--- config.mk ---
export PLATFORM = sky130hd
export DESIGN_NAME = lindil_stream
export DESIGN_NICKNAME = d
export VERILOG_FILES = /design/src/rtl/lds_pkg.sv /design/src/rtl/lds_ring.sv /design/src/rtl/lds_ctrl.sv /design/src/rtl/lindil_stream.sv
export SDC_FILE = /design/constraint.sdc
export NUM_CORES = 1
export LEC_CHECK = 0
export ABC_AREA = 1
export BUFFER_PORTS_ARGS = -buffer_cell sky130_fd_sc_hd__buf_2
export CORE_UTILIZATION = 47
export DETAILED_ROUTE_END_ITERATION = 6
export GPL_TIMING_DRIVEN = 0
export SYNTH_ARGS = -nofsm -noshare
export SYNTH_HDL_FRONTEND = slang
export SYNTH_HIERARCHICAL = 1
export SYNTH_SLANG_ARGS = --single-unit
--- constraint.sdc ---
create_clock -name clk -period 6.9 [get_ports clk]
set_clock_uncertainty 0.05 [all_clocks]
set_input_delay 1.725 -clock clk [delete_from_list [all_inputs] [get_ports clk]]
set_output_delay 1.725 -clock clk [all_outputs]
set_load 0.005 [all_outputs]
--- src/rtl/lds_pkg.sv ---
package lds_pkg;
  // Control phases of the streaming filter.
  typedef enum logic {
    ST_TAKE  = 1'b0,  // ready for a new pixel
    ST_ERASE = 1'b1   // removing dominated entries for a held pixel
  } lds_state_e;
endpackage

--- src/rtl/lds_ring.sv ---
// Circular candidate store: value plus line position per entry.
module lds_ring #(
  parameter int DW    = 8,
  parameter int PW    = 6,
  parameter int DEPTH = 16,
  parameter int CW    = $clog2(DEPTH + 1)
) (
  input  logic          clk,
  input  logic          rst_n,
  input  logic          push,
  input  logic [DW-1:0] push_val,
  input  logic [PW-1:0] push_pos,
  input  logic          pop_head,
  input  logic          pop_tail,
  input  logic          clear,
  output logic [CW-1:0] cnt,
  output logic [DW-1:0] head_val,
  output logic [PW-1:0] head_pos,
  output logic [DW-1:0] next_val,
  output logic [DW-1:0] tail_val
);
  localparam int IW = $clog2(DEPTH);

  logic [DW-1:0] val_r [DEPTH];
  logic [PW-1:0] pos_r [DEPTH];
  logic [IW-1:0] hd_q, tl_q, wr_idx;
  logic [CW-1:0] cnt_q;

  function automatic logic [IW-1:0] step_up(input logic [IW-1:0] i);
    return (i == IW'(DEPTH - 1)) ? '0 : i + 1'b1;
  endfunction

  function automatic logic [IW-1:0] step_dn(input logic [IW-1:0] i);
    return (i == '0) ? IW'(DEPTH - 1) : i - 1'b1;
  endfunction

  // An empty ring keeps tail one slot behind head, so a push always lands after tail.
  assign wr_idx = step_up(tl_q);

  always_ff @(posedge clk) begin
    if (push) begin
      val_r[wr_idx] <= push_val;
      pos_r[wr_idx] <= push_pos;
    end
  end

  always_ff @(posedge clk or negedge rst_n) begin
    if (!rst_n) begin
      hd_q  <= '0;
      tl_q  <= IW'(DEPTH - 1);
      cnt_q <= '0;
    end else if (clear) begin
      hd_q  <= '0;
      tl_q  <= IW'(DEPTH - 1);
      cnt_q <= '0;
    end else begin
      if (push)          tl_q <= wr_idx;
      else if (pop_tail) tl_q <= step_dn(tl_q);
      if (pop_head)      hd_q <= step_up(hd_q);
      cnt_q <= cnt_q + CW'(push) - CW'(pop_head) - CW'(pop_tail);
    end
  end

  assign cnt      = cnt_q;
  assign head_val = val_r[hd_q];
  assign head_pos = pos_r[hd_q];
  assign next_val = val_r[step_up(hd_q)];
  assign tail_val = val_r[tl_q];

  AST_RING_BOUND: assert property (@(posedge clk) disable iff (!rst_n)
    cnt_q <= CW'(DEPTH));
  AST_NO_UNDERFLOW: assert property (@(posedge clk) disable iff (!rst_n)
    (pop_head || pop_tail) |-> (cnt_q != '0));
  AST_NO_OVERRUN: assert property (@(posedge clk) disable iff (!rst_n)
    (push && !pop_head && !clear) |-> (cnt_q < CW'(DEPTH)));
endmodule

--- src/rtl/lds_ctrl.sv ---
// Erase/commit sequencer, window ageing, result selection and output register.
module lds_ctrl import lds_pkg::*; #(
  parameter int DW      = 8,
  parameter int MAX_LEN = 16,
  parameter int LW      = $clog2(MAX_LEN + 1),
  parameter int PW      = LW + 1,
  parameter int CW      = $clog2(MAX_LEN + 1)
) (
  input  logic          clk,
  input  logic          rst_n,
  input  logic [LW-1:0] cfg_len,
  input  logic          cfg_erode,
  input  logic          in_valid,
  output logic          in_ready,
  input  logic [DW-1:0] in_data,
  input  logic          in_eol,
  output logic          out_valid,
  input  logic          out_ready,
  output logic [DW-1:0] out_data,
  output logic          out_eol,
  input  logic [CW-1:0] q_cnt,
  input  logic [DW-1:0] q_head_val,
  input  logic [PW-1:0] q_head_pos,
  input  logic [DW-1:0] q_next_val,
  input  logic [DW-1:0] q_tail_val,
  output logic          q_push,
  output logic [DW-1:0] q_cur_val,
  output logic [PW-1:0] q_pos,
  output logic          q_pop_head,
  output logic          q_pop_tail,
  output logic          q_clear
);
  lds_state_e    st_q;
  logic [DW-1:0] hold_val;
  logic          hold_eol;
  logic [LW-1:0] len_q, len_clamped, len_eff;
  logic          erode_q, erode_eff, sol_q;
  logic [PW-1:0] pos_q, age;
  logic [DW-1:0] cur_val, result;
  logic          cur_eol, slot_free, take, active, dominated, erase, commit, stale;

  // Length saturation: 0 behaves as 1, anything above the queue depth as the depth.
  assign len_clamped = (cfg_len == '0)             ? LW'(1) :
                       (cfg_len > LW'(MAX_LEN))    ? LW'(MAX_LEN) : cfg_len;
  assign len_eff   = sol_q ? len_clamped : len_q;
  assign erode_eff = sol_q ? cfg_erode   : erode_q;

  assign slot_free = !out_valid || out_ready;
  assign in_ready  = (st_q == ST_TAKE) && slot_free;
  assign take      = in_valid && in_ready;
  assign active    = (st_q == ST_ERASE) || take;
  assign cur_val   = (st_q == ST_ERASE) ? hold_val : in_data;
  assign cur_eol   = (st_q == ST_ERASE) ? hold_eol : in_eol;

  // Ties are dominated too, keeping the queue strictly monotone.
  assign dominated = erode_eff ? (q_tail_val >= cur_val) : (q_tail_val <= cur_val);
  assign erase     = active && (q_cnt != '0) && dominated;
  assign commit    = active && !erase && slot_free;

  // Modular age works because no live entry is older than MAX_LEN < 2**PW.
  assign age    = pos_q - q_head_pos;
  assign stale  = (q_cnt != '0) && (age >= PW'(len_eff));
  assign result = (q_cnt == '0)          ? cur_val :
                  !stale                 ? q_head_val :
                  (q_cnt >= CW'(2))      ? q_next_val : cur_val;

  assign q_push     = commit;
  assign q_cur_val  = cur_val;
  assign q_pos      = pos_q;
  assign q_pop_head = commit && stale;
  assign q_pop_tail = erase;
  assign q_clear    = commit && cur_eol;

  always_ff @(posedge clk or negedge rst_n) begin
    if (!rst_n) begin
      st_q      <= ST_TAKE;
      hold_val  <= '0;
      hold_eol  <= 1'b0;
      len_q     <= LW'(1);
      erode_q   <= 1'b0;
      sol_q     <= 1'b1;
      pos_q     <= '0;
      out_valid <= 1'b0;
      out_data  <= '0;
      out_eol   <= 1'b0;
    end else begin
      if (take) begin
        hold_val <= in_data;
        hold_eol <= in_eol;
      end
      if (take && sol_q) begin
        len_q   <= len_clamped;
        erode_q <= cfg_erode;
      end
      if (commit) begin
        st_q      <= ST_TAKE;
        sol_q     <= cur_eol;
        pos_q     <= cur_eol ? '0 : pos_q + 1'b1;
        out_valid <= 1'b1;
        out_data  <= result;
        out_eol   <= cur_eol;
      end else begin
        if (erase) st_q <= ST_ERASE;
        if (out_ready) out_valid <= 1'b0;
      end
    end
  end

  AST_DIL_GE: assert property (@(posedge clk) disable iff (!rst_n)
    (commit && !erode_eff) |-> (result >= cur_val));
  AST_ERO_LE: assert property (@(posedge clk) disable iff (!rst_n)
    (commit && erode_eff) |-> (result <= cur_val));
  AST_CFG_HELD: assert property (@(posedge clk) disable iff (!rst_n)
    (!sol_q && $past(!sol_q)) |-> ($stable(len_q) && $stable(erode_q)));
  AST_EOL_EMPTIES: assert property (@(posedge clk) disable iff (!rst_n)
    (commit && cur_eol) |=> (sol_q && q_cnt == '0));
  AST_OUT_HOLD: assert property (@(posedge clk) disable iff (!rst_n)
    (out_valid && !out_ready) |=> (out_valid && $stable(out_data) && $stable(out_eol)));
  AST_ERASE_STALL: assert property (@(posedge clk) disable iff (!rst_n)
    (st_q == ST_ERASE) |-> !in_ready);
endmodule

--- src/rtl/lindil_stream.sv ---
// Streaming 1-D flat dilation/erosion with a runtime window length.
module lindil_stream #(
  parameter int DW      = 8,
  parameter int MAX_LEN = 16,
  parameter int LW      = $clog2(MAX_LEN + 1)
) (
  input  logic          clk,
  input  logic          rst_n,
  input  logic [LW-1:0] cfg_len,
  input  logic          cfg_erode,
  input  logic          in_valid,
  output logic          in_ready,
  input  logic [DW-1:0] in_data,
  input  logic          in_eol,
  output logic          out_valid,
  input  logic          out_ready,
  output logic [DW-1:0] out_data,
  output logic          out_eol
);
  localparam int PW = LW + 1;
  localparam int CW = $clog2(MAX_LEN + 1);

  logic [CW-1:0] q_cnt;
  logic [DW-1:0] q_head_val, q_next_val, q_tail_val, q_cur_val;
  logic [PW-1:0] q_head_pos, q_pos;
  logic          q_push, q_pop_head, q_pop_tail, q_clear;

  lds_ctrl #(.DW(DW), .MAX_LEN(MAX_LEN), .LW(LW), .PW(PW), .CW(CW)) u_ctrl (
    .clk(clk), .rst_n(rst_n), .cfg_len(cfg_len), .cfg_erode(cfg_erode),
    .in_valid(in_valid), .in_ready(in_ready), .in_data(in_data), .in_eol(in_eol),
    .out_valid(out_valid), .out_ready(out_ready), .out_data(out_data), .out_eol(out_eol),
    .q_cnt(q_cnt), .q_head_val(q_head_val), .q_head_pos(q_head_pos),
    .q_next_val(q_next_val), .q_tail_val(q_tail_val),
    .q_push(q_push), .q_cur_val(q_cur_val), .q_pos(q_pos),
    .q_pop_head(q_pop_head), .q_pop_tail(q_pop_tail), .q_clear(q_clear)
  );

  lds_ring #(.DW(DW), .PW(PW), .DEPTH(MAX_LEN), .CW(CW)) u_ring (
    .clk(clk), .rst_n(rst_n), .push(q_push), .push_val(q_cur_val), .push_pos(q_pos),
    .pop_head(q_pop_head), .pop_tail(q_pop_tail), .clear(q_clear),
    .cnt(q_cnt), .head_val(q_head_val), .head_pos(q_head_pos),
    .next_val(q_next_val), .tail_val(q_tail_val)
  );
endmodule

# Yosys cells after proc, flatten, opt, wreduce, memory -nomap -nowiden
# Memories as Yosys holds them, arrays and structs flattened.
# Index checks and enable logic that the tools add are counted.
[word_totals] reg_bits=46 latch_bits=0 mem_bits_rw=224 mem_bits_ro=0 inputBits=19 out_inout_bits=11 word_cells=79 n_memories=2
[op_classes] addsub=8 mul=0 div_mod_pow=0 n_lt_le_gt_ge=5 eq_ne=2 shift=0 n_mux=26 bitwise=1 n_reduce_logical=22
[memory_table] memory="u_ring.val_r" depth=16 width=8 read_ports=3 rd_ports_with_merged_regs=0 wr=1 line_no="lds_ring.sv:24" source="logic [DW-1:0] val_r [DEPTH];"
[memory_table] memory="u_ring.pos_r" depth=16 width=6 read_ports=1 rd_ports_with_merged_regs=0 wr=1 line_no="lds_ring.sv:25" source="logic [PW-1:0] pos_r [DEPTH];"
[op_table] operator="4-bit two-way mux" count=8
[op_table] operator="8-bit two-way mux" count=4
[op_table] operator="5-bit two-way mux" count=4
[op_table] operator="1-bit logical AND" count=10
[op_table] operator="5-bit zero test" count=2
[op_table] operator="5-bit by 1-bit subtractor with 5-bit output" count=2
[op_table] operator="1-bit two-way mux" count=9
[op_table] operator="4-bit by 1-bit adder with 4-bit output (second input constant)" count=2
[op_table] operator="4-bit == test (second input constant)" count=2
[op_table] operator="8-bit greater-or-equal comparator" count=1
[op_table] operator="8-bit less-or-equal comparator" count=1
[op_table] operator="6-bit by 1-bit adder with 6-bit output (second input constant)" count=1
[op_table] operator="6-bit by 5-bit greater-or-equal comparator with 1-bit output" count=1
[op_table] operator="6-bit two-way mux" count=1
[op_table] operator="2-bit nonzero test" count=3
[op_table] operator="6-bit subtractor" count=1
[op_table] operator="5-bit by 1-bit adder with 5-bit output" count=1
[op_table] operator="5-bit by 2-bit greater-or-equal comparator with 1-bit output (second input constant)" count=1
[op_table] operator="5-bit > comparator (second input constant)" count=1
[op_table] operator="5-bit nonzero test" count=1
[op_table] operator="4-bit zero test" count=1
[op_table] operator="4-bit by 1-bit subtractor with 4-bit output (second input constant)" count=1
[op_table] operator="3-bit nonzero test" count=1
[op_table] operator="1-bit zero test" count=2
[op_table] operator="2 further kinds" count=3

# Logic depth before layout (Yosys ltp)
# Gate-level depths: netlist (run 1).
[logic_depth] depth_word=14 mapped_depth=35 ltp_nobuf=32

# Modules after synthesis
# Netlist (run 1), hierarchy kept.
[modules_own_cells] module="lds_ring" n_inst=1 cells_per_inst=1386 area_each_um2=12489.5 seq_area_each_um2=7056.8
[modules_own_cells] module="lds_ctrl" n_inst=1 cells_per_inst=370 area_each_um2=2498.6 seq_area_each_um2=828.3

# Least setup slack after synthesis (run 1)
# Ideal clock, no wire load.
[synth_path] path_kind="input -> register" from="input in_data[0]" to="register u_ring.cnt_q[3], in the netlist u_ring/cnt[3]" setup_time_ns=0.122 arrival_time_ns=4.900 required_time_ns=6.728 setup_slack_ns=1.828 path_stages=21 n_path_buf=1 path_cell_list="inv_1 > o21ai_1 > ha_1 > inv_1 > nand2_1 > nand2_1 > nand2_1 > nand2_1 > nand2_1 > nand4_1 > nand3_2 > nand3_2 > buf_4 > nor2_1 > inv_1 > fa_1 > ha_1 > ha_1 > fa_1 > xnor2_1 > nor2_1"
[synth_via] elab_chain_len=11 word_cells_on_any_way=14 cone_classes="add/sub (3); order compare (2); mux (3); reduce/logical (6)"
[synth_rtl] item="start, declared" line_no="lindil_stream.sv:13" source="input logic [DW-1:0] in_data,"
[synth_rtl] item="8-bit two-way mux *" line_no="lds_ctrl.sv:52" source="assign cur_val = (st_q == ST_ERASE) ? hold_val : in_data;"
[synth_rtl] item="via q_cur_val[0]" line_no="lindil_stream.sv:24" source="logic [DW-1:0] q_head_val, q_next_val, q_tail_val, q_cur_val;"
[synth_rtl] item="8-bit less-or-equal comparator / 8-bit greater-or-equal comparator (equally long branches)" line_no="lds_ctrl.sv:56" source="assign dominated = erode_eff ? (q_tail_val >= cur_val) : (q_tail_val <= cur_val);"
[synth_rtl] item="1-bit two-way mux *" line_no="lds_ctrl.sv:56"
[synth_rtl] item="1-bit logical AND *" line_no="lds_ctrl.sv:57" source="assign erase = active && (q_cnt != '0) && dominated;"
[synth_rtl] item="1-bit zero test *" line_no="lds_ctrl.sv:58" source="assign commit = active && !erase && slot_free;"
[synth_rtl] item="1-bit logical AND * (2 in a row)" line_no="lds_ctrl.sv:58"
[synth_rtl] item="1-bit logical AND *" line_no="lds_ctrl.sv:70" source="assign q_pop_head = commit && stale;"
[synth_rtl] item="via q_pop_head" line_no="lindil_stream.sv:26" source="logic q_push, q_pop_head, q_pop_tail, q_clear;"
[synth_rtl] item="5-bit by 1-bit subtractor with 5-bit output * (2 in a row)" line_no="lds_ring.sv:60" source="cnt_q <= cnt_q + CW'(push) - CW'(pop_head) - CW'(pop_tail);"
[synth_rtl] item="5-bit two-way mux *" line_no="lds_ring.sv:52" source="end else if (clear) begin"
[synth_rtl] item="end signal, assigned" line_no="lds_ring.sv:60"
[synth_rtl] item="end, declared" line_no="lds_ring.sv:27" source="logic [CW-1:0] cnt_q;"
# Mark *: on every way through the listed nets, which the timed path passes. The rest lies on a longest branch.
# A chain may end at the register's enable or synchronous reset.

# Final worst setup path (run 1)
[layout_path] from="input in_data[7]" to="memory u_ring.val_r[4][6] (enable)"
[layout_via] elab_chain_len=9 word_cells_on_any_way=10 cone_classes="order compare (2); mux (4); reduce/logical (4)"
[layout_rtl] item="8-bit two-way mux *" line_no="lds_ctrl.sv:52"
[layout_rtl] item="via q_cur_val[7]" line_no="lindil_stream.sv:24"
[layout_rtl] item="8-bit less-or-equal comparator / 8-bit greater-or-equal comparator (equally long branches)" line_no="lds_ctrl.sv:56"
[layout_rtl] item="1-bit two-way mux *" line_no="lds_ctrl.sv:56"
[layout_rtl] item="1-bit logical AND *" line_no="lds_ctrl.sv:57"
[layout_rtl] item="1-bit zero test *" line_no="lds_ctrl.sv:58"
[layout_rtl] item="1-bit logical AND * (2 in a row)" line_no="lds_ctrl.sv:58"
[layout_rtl] item="via q_push" line_no="lindil_stream.sv:26"
[layout_rtl] item="1-bit two-way mux *" line_no="lds_ring.sv:41" source="if (push) begin"
[layout_rtl] item="1-bit two-way mux (not written as such) *" line_no="lds_ring.sv:42" source="val_r[wr_idx] <= push_val;"
[layout_rtl] item="end, declared" line_no="lds_ring.sv:24"
# Marked as above.

==> results of run 1 <==
[cell type report]
type	instances	area [um^2]	area share [%]
Buffer	108	536	3.21
Clock buffer	41	810	4.85
Clock inverter	11	90.1	0.539
Timing Repair Buffer	39	284	1.70
Inverter	204	768	4.60
Sequential cell	270	7890	47.2
Multi-Input combinational cell	1174	5830	34.9
Tap cell	402	503	3.01
[report_power, final]
group	switching, uW	internal [uW]
Sequential	161	2210
Clock	652	818
Combinational	3650	1450
[sequential cells by signal, indices dropped and copies added (netlist names), 4 cells and up]
register         count
u_ring/cnt           5
u_ring/hd_q          4
u_ring/val_r       128
u_ctrl/out_data      8
u_ctrl/q_pos         6
u_ring/pos_r        96
u_ctrl/hold_val      8
u_ctrl/len_q         5
u_ring/tl_q          4
[cell families (layout without fill, tap and decap cells)]
group / Yosys count / count (layout)
flops: 270 / 270
simple gates: 738 / 738
fa+ha+maj: 34 / 34
buf+inv: 312 / 403
compound gates: 390 / 390
xor+xnor: 12 / 12
[tightest hold or removal path: cells and delay by family (launching register included)]
| kind | cells | cell delay, ps |
|---|---|---|
| flops | 1 | 340 |
| simple gates | 2 | 100 |
[synth_stat cells (all sizes together) (2+ instances only)]
master    n  share of area, %
buf      69               2.6
dfstp     6               1.1
nand4    12              0.50
inv     199               5.0
a21oi   141               4.7
nand2   350               8.8
o22ai     6              0.25
dfrtp    40               6.7
clkbuf   39              0.98
a31oi     2             0.083
clkinv    5              0.13
o211ai   24               1.2
ha       31               2.6
o21a      8              0.40
xor2      6              0.35
nor2    107               2.8
xnor2     6              0.35
edfxtp  224                45
fa        3              0.40
o21ai   206               6.9
or2       9              0.39
nand3   258               8.7
nor3      2             0.067
[path summary, 6_finish.rpt]
check	start	to	slack (ps)	depth (start not counted)
min in group asynchronous	rst_n	u_ctrl/hold_val[0]	1290	1
setup reg to reg	u_ring/hd_q[1]	u_ring/cnt[3]	1110	26
hold reg to reg	u_ctrl/out_data[6]	u_ctrl/out_data[6]	420	2
setup / recovery	in_data[7]	u_ring/val_r[4][6]	1020	16
hold / removal	u_ctrl/out_data[6]	u_ctrl/out_data[6]	420	2
max in group asynchronous	rst_n	u_ring/hd_q[2]	4820	1
[metrics by stage]
| stage | hold slack [ps] | TNS [ps] | std cells | total power (uW) | worst slack, ps |
|---|---|---|---|---|---|
| finish | 424 | 0 | 2249 | 8940 | 1020 |
| global route | 461 | 0 | 2249 | 9510 | 804 |
| CTS | 428 | 0 | 2248 | 8830 | 1070 |
| detailed placement | 412 | 0 | 2196 | 7350 | 483 |
| global placement | 403 | -11050 | 2187 | 7230 | -172 |
| floorplan | 391 | 0 | 1756 | 5520 | 1830 |
[layer usage]
layer  GRT usage (%)  vias up  wire, um
met5               0        -         0
met4            14.9        0      2720
met3            6.20      130      6080
met2            55.8      748     25600
met1            51.8     6415     24700
li1                -     6118         -
==> summary.md, run 1 <==
| Metric | Value |
|---|---|
| Core area | `0.0315 mm^2` |
| Unrepaired setup endpoints after global routing | `no` |
| Main synth FF type | `edfxtp_1` |
| Max cap viols | `0` |
| Site Rows | `65` |
| Gr usage total | `36.6%` |
| Setup CP Type | `in -> reg` |
| Most frequent cells in the layout | `nand2_1, nand3_1, edfxtp_1, inv_1, o21ai_0` |
| Critical-path top delay cell | `nor2_1` |
| Post-CTS resize count | `0` |
| Total grt overflow | `0` |
| Clk buf depth | `3` |
| Via count | `13400` |
| CTS tree | `yes` |
| Register area share after synthesis | `52.6%` |
| Min-Delay Path Class | `reg -> reg` |
| Synthesis-to-layout area growth | `11.4%` |
| Final Cycle Share | `85.3%` |
| # clock sinks | `270` |
| Cell count after synthesis | `1756` |
| Post-synthesis simple-gate area fraction | `21.3%` |
| Synth Area in Compound Gates | `13.7%` |
| Initial antenna violation count | `1` |
| Syn_nets | `1809` |
| Pin count of the biggest net entering global routing | `47` |
| Worst-skew pair later-pin latency | `600 ps` |
| Share of layout cells above drive strength 1 | `10.6%` |
| Worst Max-Slew Pin Slew | `1380 ps` |
| Fraction of registers with async set/reset | `17.0%` |
| Crit-path cells | `buf_2 > o21a_1 > inv_2 > ha_1 > nand2_1 > nor2_1 > nand2_1 > nand2_1 > nand3_1 > nand3_2 > nand3_2 > inv_2 > buf_6 > clkbuf_1 > nand2_1 > nor2_1` |
| Wirelength per Cell | `26.3 um` |
| Post-synth EDFFs | `224` |
| First-pass GRT wire length | `84900 um` |
| Filler Cell Count | `2962` |
| Setup Buffers After CTS | `0` |
| Placer Congestion | `1.02` |
| Initial Util | `47.6%` |
| N_diodes | `0` |
| Crit-path leading delay family | `simple AND/OR/NAND/NOR gates` |
| Drt drc | `0` |
| Critical Path End Type | `flip-flop` |
| I/O pins | `30` |
| Initial DRC count | `1816` |
| Arrival time at the worst endpoint | `6000 ps` |
| Final ANT Viol Nets | `0` |
| Total CTS buffers | `28` |
| Die Span Y | `181 um` |
| H-tree levels | `1` |
| Final wirelength | `59100 um` |
| Top cell by count, worst path | `nand2_1` |
| Lkg Pwr | `0.00708 uW` |
| Slew HR | `7.65%` |
| 1st-pass router iterations | `6` |
| Buffers added on ports | `29` |
| Startpoint Class | `primary input` |
| Finished Core Util | `53.1%` |
| Post-layout nets | `1878` |
| Crit-path max FO | `18` |
| Vias in the first global route | `12400` |
| Post-synthesis xor/xnor area fraction | `0.701%` |
| Worst IR Drop VDD | `0.000340 V` |
| Area post-placement | `0.0158 mm^2` |
| Die W | `181 um` |
| Syn. warnings | `6` |
| Final setup viols | `0` |
| Power density over the cells | `536 mW/mm^2` |
| Adder-Cell Fraction of Synth Area | `2.99%` |
| Finished Cell Area | `0.0167 mm^2` |
| Clk slew on worst S/H paths | `60 ps` |
| Slowest stage delay, CP | `1110 ps` |
| Syn Area/Cell | `8.54 um^2` |
| Hold buffers post-CTS | `0` |
| Vias per cell | `5.96` |
| Final Hold Vio Count | `0` |
| Commonest non-fill, non-tap cell in the layout | `nand2_1` |
| Largest family of logic cells by synthesized area | `simple AND/OR/NAND/NOR gates` |
| Critical path required time | `7020 ps` |
| Yosys cell types | `38` |
| Slew Limit Fails | `0` |
| CTS Root Cell | `clkbuf_16` |
| Post-Syn Area | `0.0150 mm^2` |
| Multiplexer area fraction after synthesis | `0%` |
| FMAX | `170 MHz` |
| Status | `complete, no violations` |
| CP Buf/Inv Count | `5` |
| Final Critical Period | `5880 ps` |
| Total die area | `0.0326 mm^2` |
| Yosys reg bits | `270` |
| HPWL Detailed | `43300 um` |
Power figures use the tool's default switching activity.
==> inputs of run 2 (changes only) <==
--- a/config.mk
+++ b/config.mk
@@ -7,6 +7,7 @@
 export LEC_CHECK = 0
 export ABC_AREA = 1
 export BUFFER_PORTS_ARGS = -buffer_cell sky130_fd_sc_hd__buf_2
+export CORE_ASPECT_RATIO = 1.4
 export CORE_UTILIZATION = 47
 export DETAILED_ROUTE_END_ITERATION = 6
 export GPL_TIMING_DRIVEN = 0
==> run 2 against run 1 <==
First-iteration DRC count shrank 30%. Combinational power is essentially flat. Power grew 0.24%. Die area is essentially flat. Sequential cell count is the same. Worst setup slack lost 38 ps. Critical path type unchanged. Highest routed layer is now met5.
==> summary.md, run 2 (synthesized netlist as in run 1, its figures left out) <==
| Metric | Value |
|---|---|
| Die W | `153 um` |
| Hold buffers post-CTS | `0` |
| Slew Limit Fails | `0` |
| # clock sinks | `270` |
| Post-CTS resize count | `0` |
| Initial DRC count | `1280` |
| CP Buf/Inv Count | `5` |
| N_diodes | `0` |
| Psw | `4430 uW` |
| Final setup viols | `0` |
| Most frequent cells in the layout | `nand2_1, nand3_1, edfxtp_1, inv_1, o21ai_0` |
| Synthesis-to-layout area growth | `11.6%` |
| Slew HR | `7.38%` |
| Min-Delay Path Class | `reg -> reg` |
| Wirelength per Cell | `26.6 um` |
| CTS tree | `yes` |
| Final Cycle Share | `85.8%` |
| Vias in the first global route | `12400` |
| Crit-path leading delay family | `simple AND/OR/NAND/NOR gates` |
| Flop pwr share | `26.5%` |
| Setup Buffers After CTS | `0` |
| Worst-skew pair later-pin latency | `560 ps` |
| Int Pwr | `4530 uW` |
| Reg with most FFs | `u_ring/val_r` |
| Via count | `13300` |
| Commonest non-fill, non-tap cell in the layout | `nand2_1` |
| Placer Congestion | `0.984` |
| Total die area | `0.0326 mm^2` |
| Fin worst setup slack | `980 ps` |
| Slowest stage delay, CP | `1130 ps` |
| Regs by FF count | `u_ring/val_r (128), u_ring/pos_r (96)` |
| Initial Util | `47.6%` |
| Net Sw Frac | `49.5%` |
| Final Hold Vio Count | `0` |
| Vias per cell | `5.94` |
| Post-layout nets | `1879` |
| Critical path required time | `7010 ps` |
| Critical-path top delay cell | `nor2_1` |
| Register-to-Register Path Depth | `30` |
| Filler Cell Count | `2995` |
| Power density over the cells | `536 mW/mm^2` |
| CTS Root Cell | `clkbuf_16` |
| Unrepaired setup endpoints after global routing | `no` |
| Lkg Pwr | `0.00709 uW` |
| Gr usage total | `37.2%` |
| Clk buf depth | `3` |
| Total CTS buffers | `28` |
| Finished Cell Area | `0.0167 mm^2` |
| Worst Max-Slew Pin Slew | `1380 ps` |
| Die Span Y | `213 um` |
| Worst IR Drop VDD | `0.000471 V` |
| Final ANT Viol Nets | `0` |
| Drt drc | `0` |
| Share of layout cells above drive strength 1 | `10.4%` |
| Startpoint Class | `primary input` |
| Pre-CTS setup slack | `399 ps` |
| Area of the multi-input gates | `0.00583 mm^2` |
| Final wirelength | `59600 um` |
| Total grt overflow | `0` |
| Critical path depth in cells | `14` |
| FMAX | `169 MHz` |
| Area occupied by registers | `0.00789 mm^2` |
| Core area | `0.0315 mm^2` |
| Worst Hold Depth | `2` |
| Number of flip-flops in the largest register | `128` |
| Area post-placement | `0.0158 mm^2` |
| First-pass GRT wire length | `85300 um` |
| Status | `complete, no violations` |
| Crit-path cells | `buf_2 > o21a_1 > inv_2 > ha_1 > a21o_1 > nor2_1 > nand4_1 > nand3_2 > nand3_2 > inv_2 > buf_6 > clkbuf_1 > nand2_1 > nor2_1` |
| 1st-pass router iterations | `5` |
| Buffers added on ports | `29` |
| Max cap viols | `0` |
| Setup CP Type | `in -> reg` |
| Layer with the highest usage | `met2` |
| Critical Path End Type | `flip-flop` |
| Pin count of the biggest net entering global routing | `47` |
| GR Util met2 | `61.2%` |
| Final Critical Period | `5920 ps` |
| HPWL Detailed | `44700 um` |
| Clk slew on worst S/H paths | `60 ps` |
| Gate power share | `56.8%` |
| Arrival time at the worst endpoint | `6030 ps` |
| Clock power frac | `16.7%` |
| Met3 Usage GRT | `5.97%` |
| Initial antenna violation count | `1` |
| I/O pins | `30` |
| Met1 usage | `47.0%` |
| H-tree levels | `1` |
| Site Rows | `77` |
| Crit-path max FO | `18` |
## run 2: cell types whose count changed in the layout (fill, tap and decap cells not counted), moves of 2 or more
cell,previous run,this run
clkinv_2,7,3
bufinv_16,0,2
clkinv_1,5,9
clkbuf_8,6,1
clkinv_4,2,4
## run 2: layer usage
metal	wire length, um	part of all wire [%]
met5	15	0.025
met4	3450	5.8
met3	5060	8.5
met2	28000	47
met1	23200	39
## run 2: area by class of cell
class	count	share of cell area [%]
plain buffers	108	3.20
clock buffers	37	4.58
flip-flops and latches	270	47.1
clock inverters	15	0.838
multi-input cells	1174	34.8
repair buffers	40	1.84
well taps	395	2.96
inverters	204	4.59
## run 2: tightest hold or removal path, stage by stage, from the launching register on
cell and delay (ps):
dfrtp_1 340, nand2_1 50, nand2_1 50
## run 2: final timing paths
path,start,to,slack [ps]
min,u_ctrl/out_data[6],u_ctrl/out_data[6],420
min in group asynchronous,rst_n,u_ring/cnt[2],1330
min reg2reg,u_ctrl/out_data[6],u_ctrl/out_data[6],420
max in group asynchronous,rst_n,u_ctrl/out_eol,4770
max,in_data[7],u_ring/val_r[0][7],980
max reg2reg,u_ring/hd_q[0],u_ring/cnt[3],1140
## run 2: stage by stage
step | std cells | power [uW] | utilization, % | TNS, ps | hold slack (ps)
finish | 2243 | 8970 | 53.1 | 0 | 423
global route | 2243 | 9530 | 53.1 | 0 | 448
CTS | 2241 | 8870 | 53.0 | 0 | 429
detailed placement | 2189 | 7370 | 50.1 | 0 | 413
global placement | 2180 | 7250 | 49.6 | -45300 | 403
floorplan | 1756 | 5520 | - | 0 | 391
## run 2: power groups by stage
| stage | combinational (uW) | clock, uW | sequential (uW) |
|---|---|---|---|
| 6_report | 5090 | 1500 | 2380 |
| 3_5_place_dp | 4960 | 0 | 2410 |
| 2_1_floorplan | 3180 | 0 | 2340 |
| 5_1_grt | 5550 | 1570 | 2400 |
| 4_1_cts | 4980 | 1520 | 2380 |
| 3_3_place_gp | 4850 | 0 | 2400 |
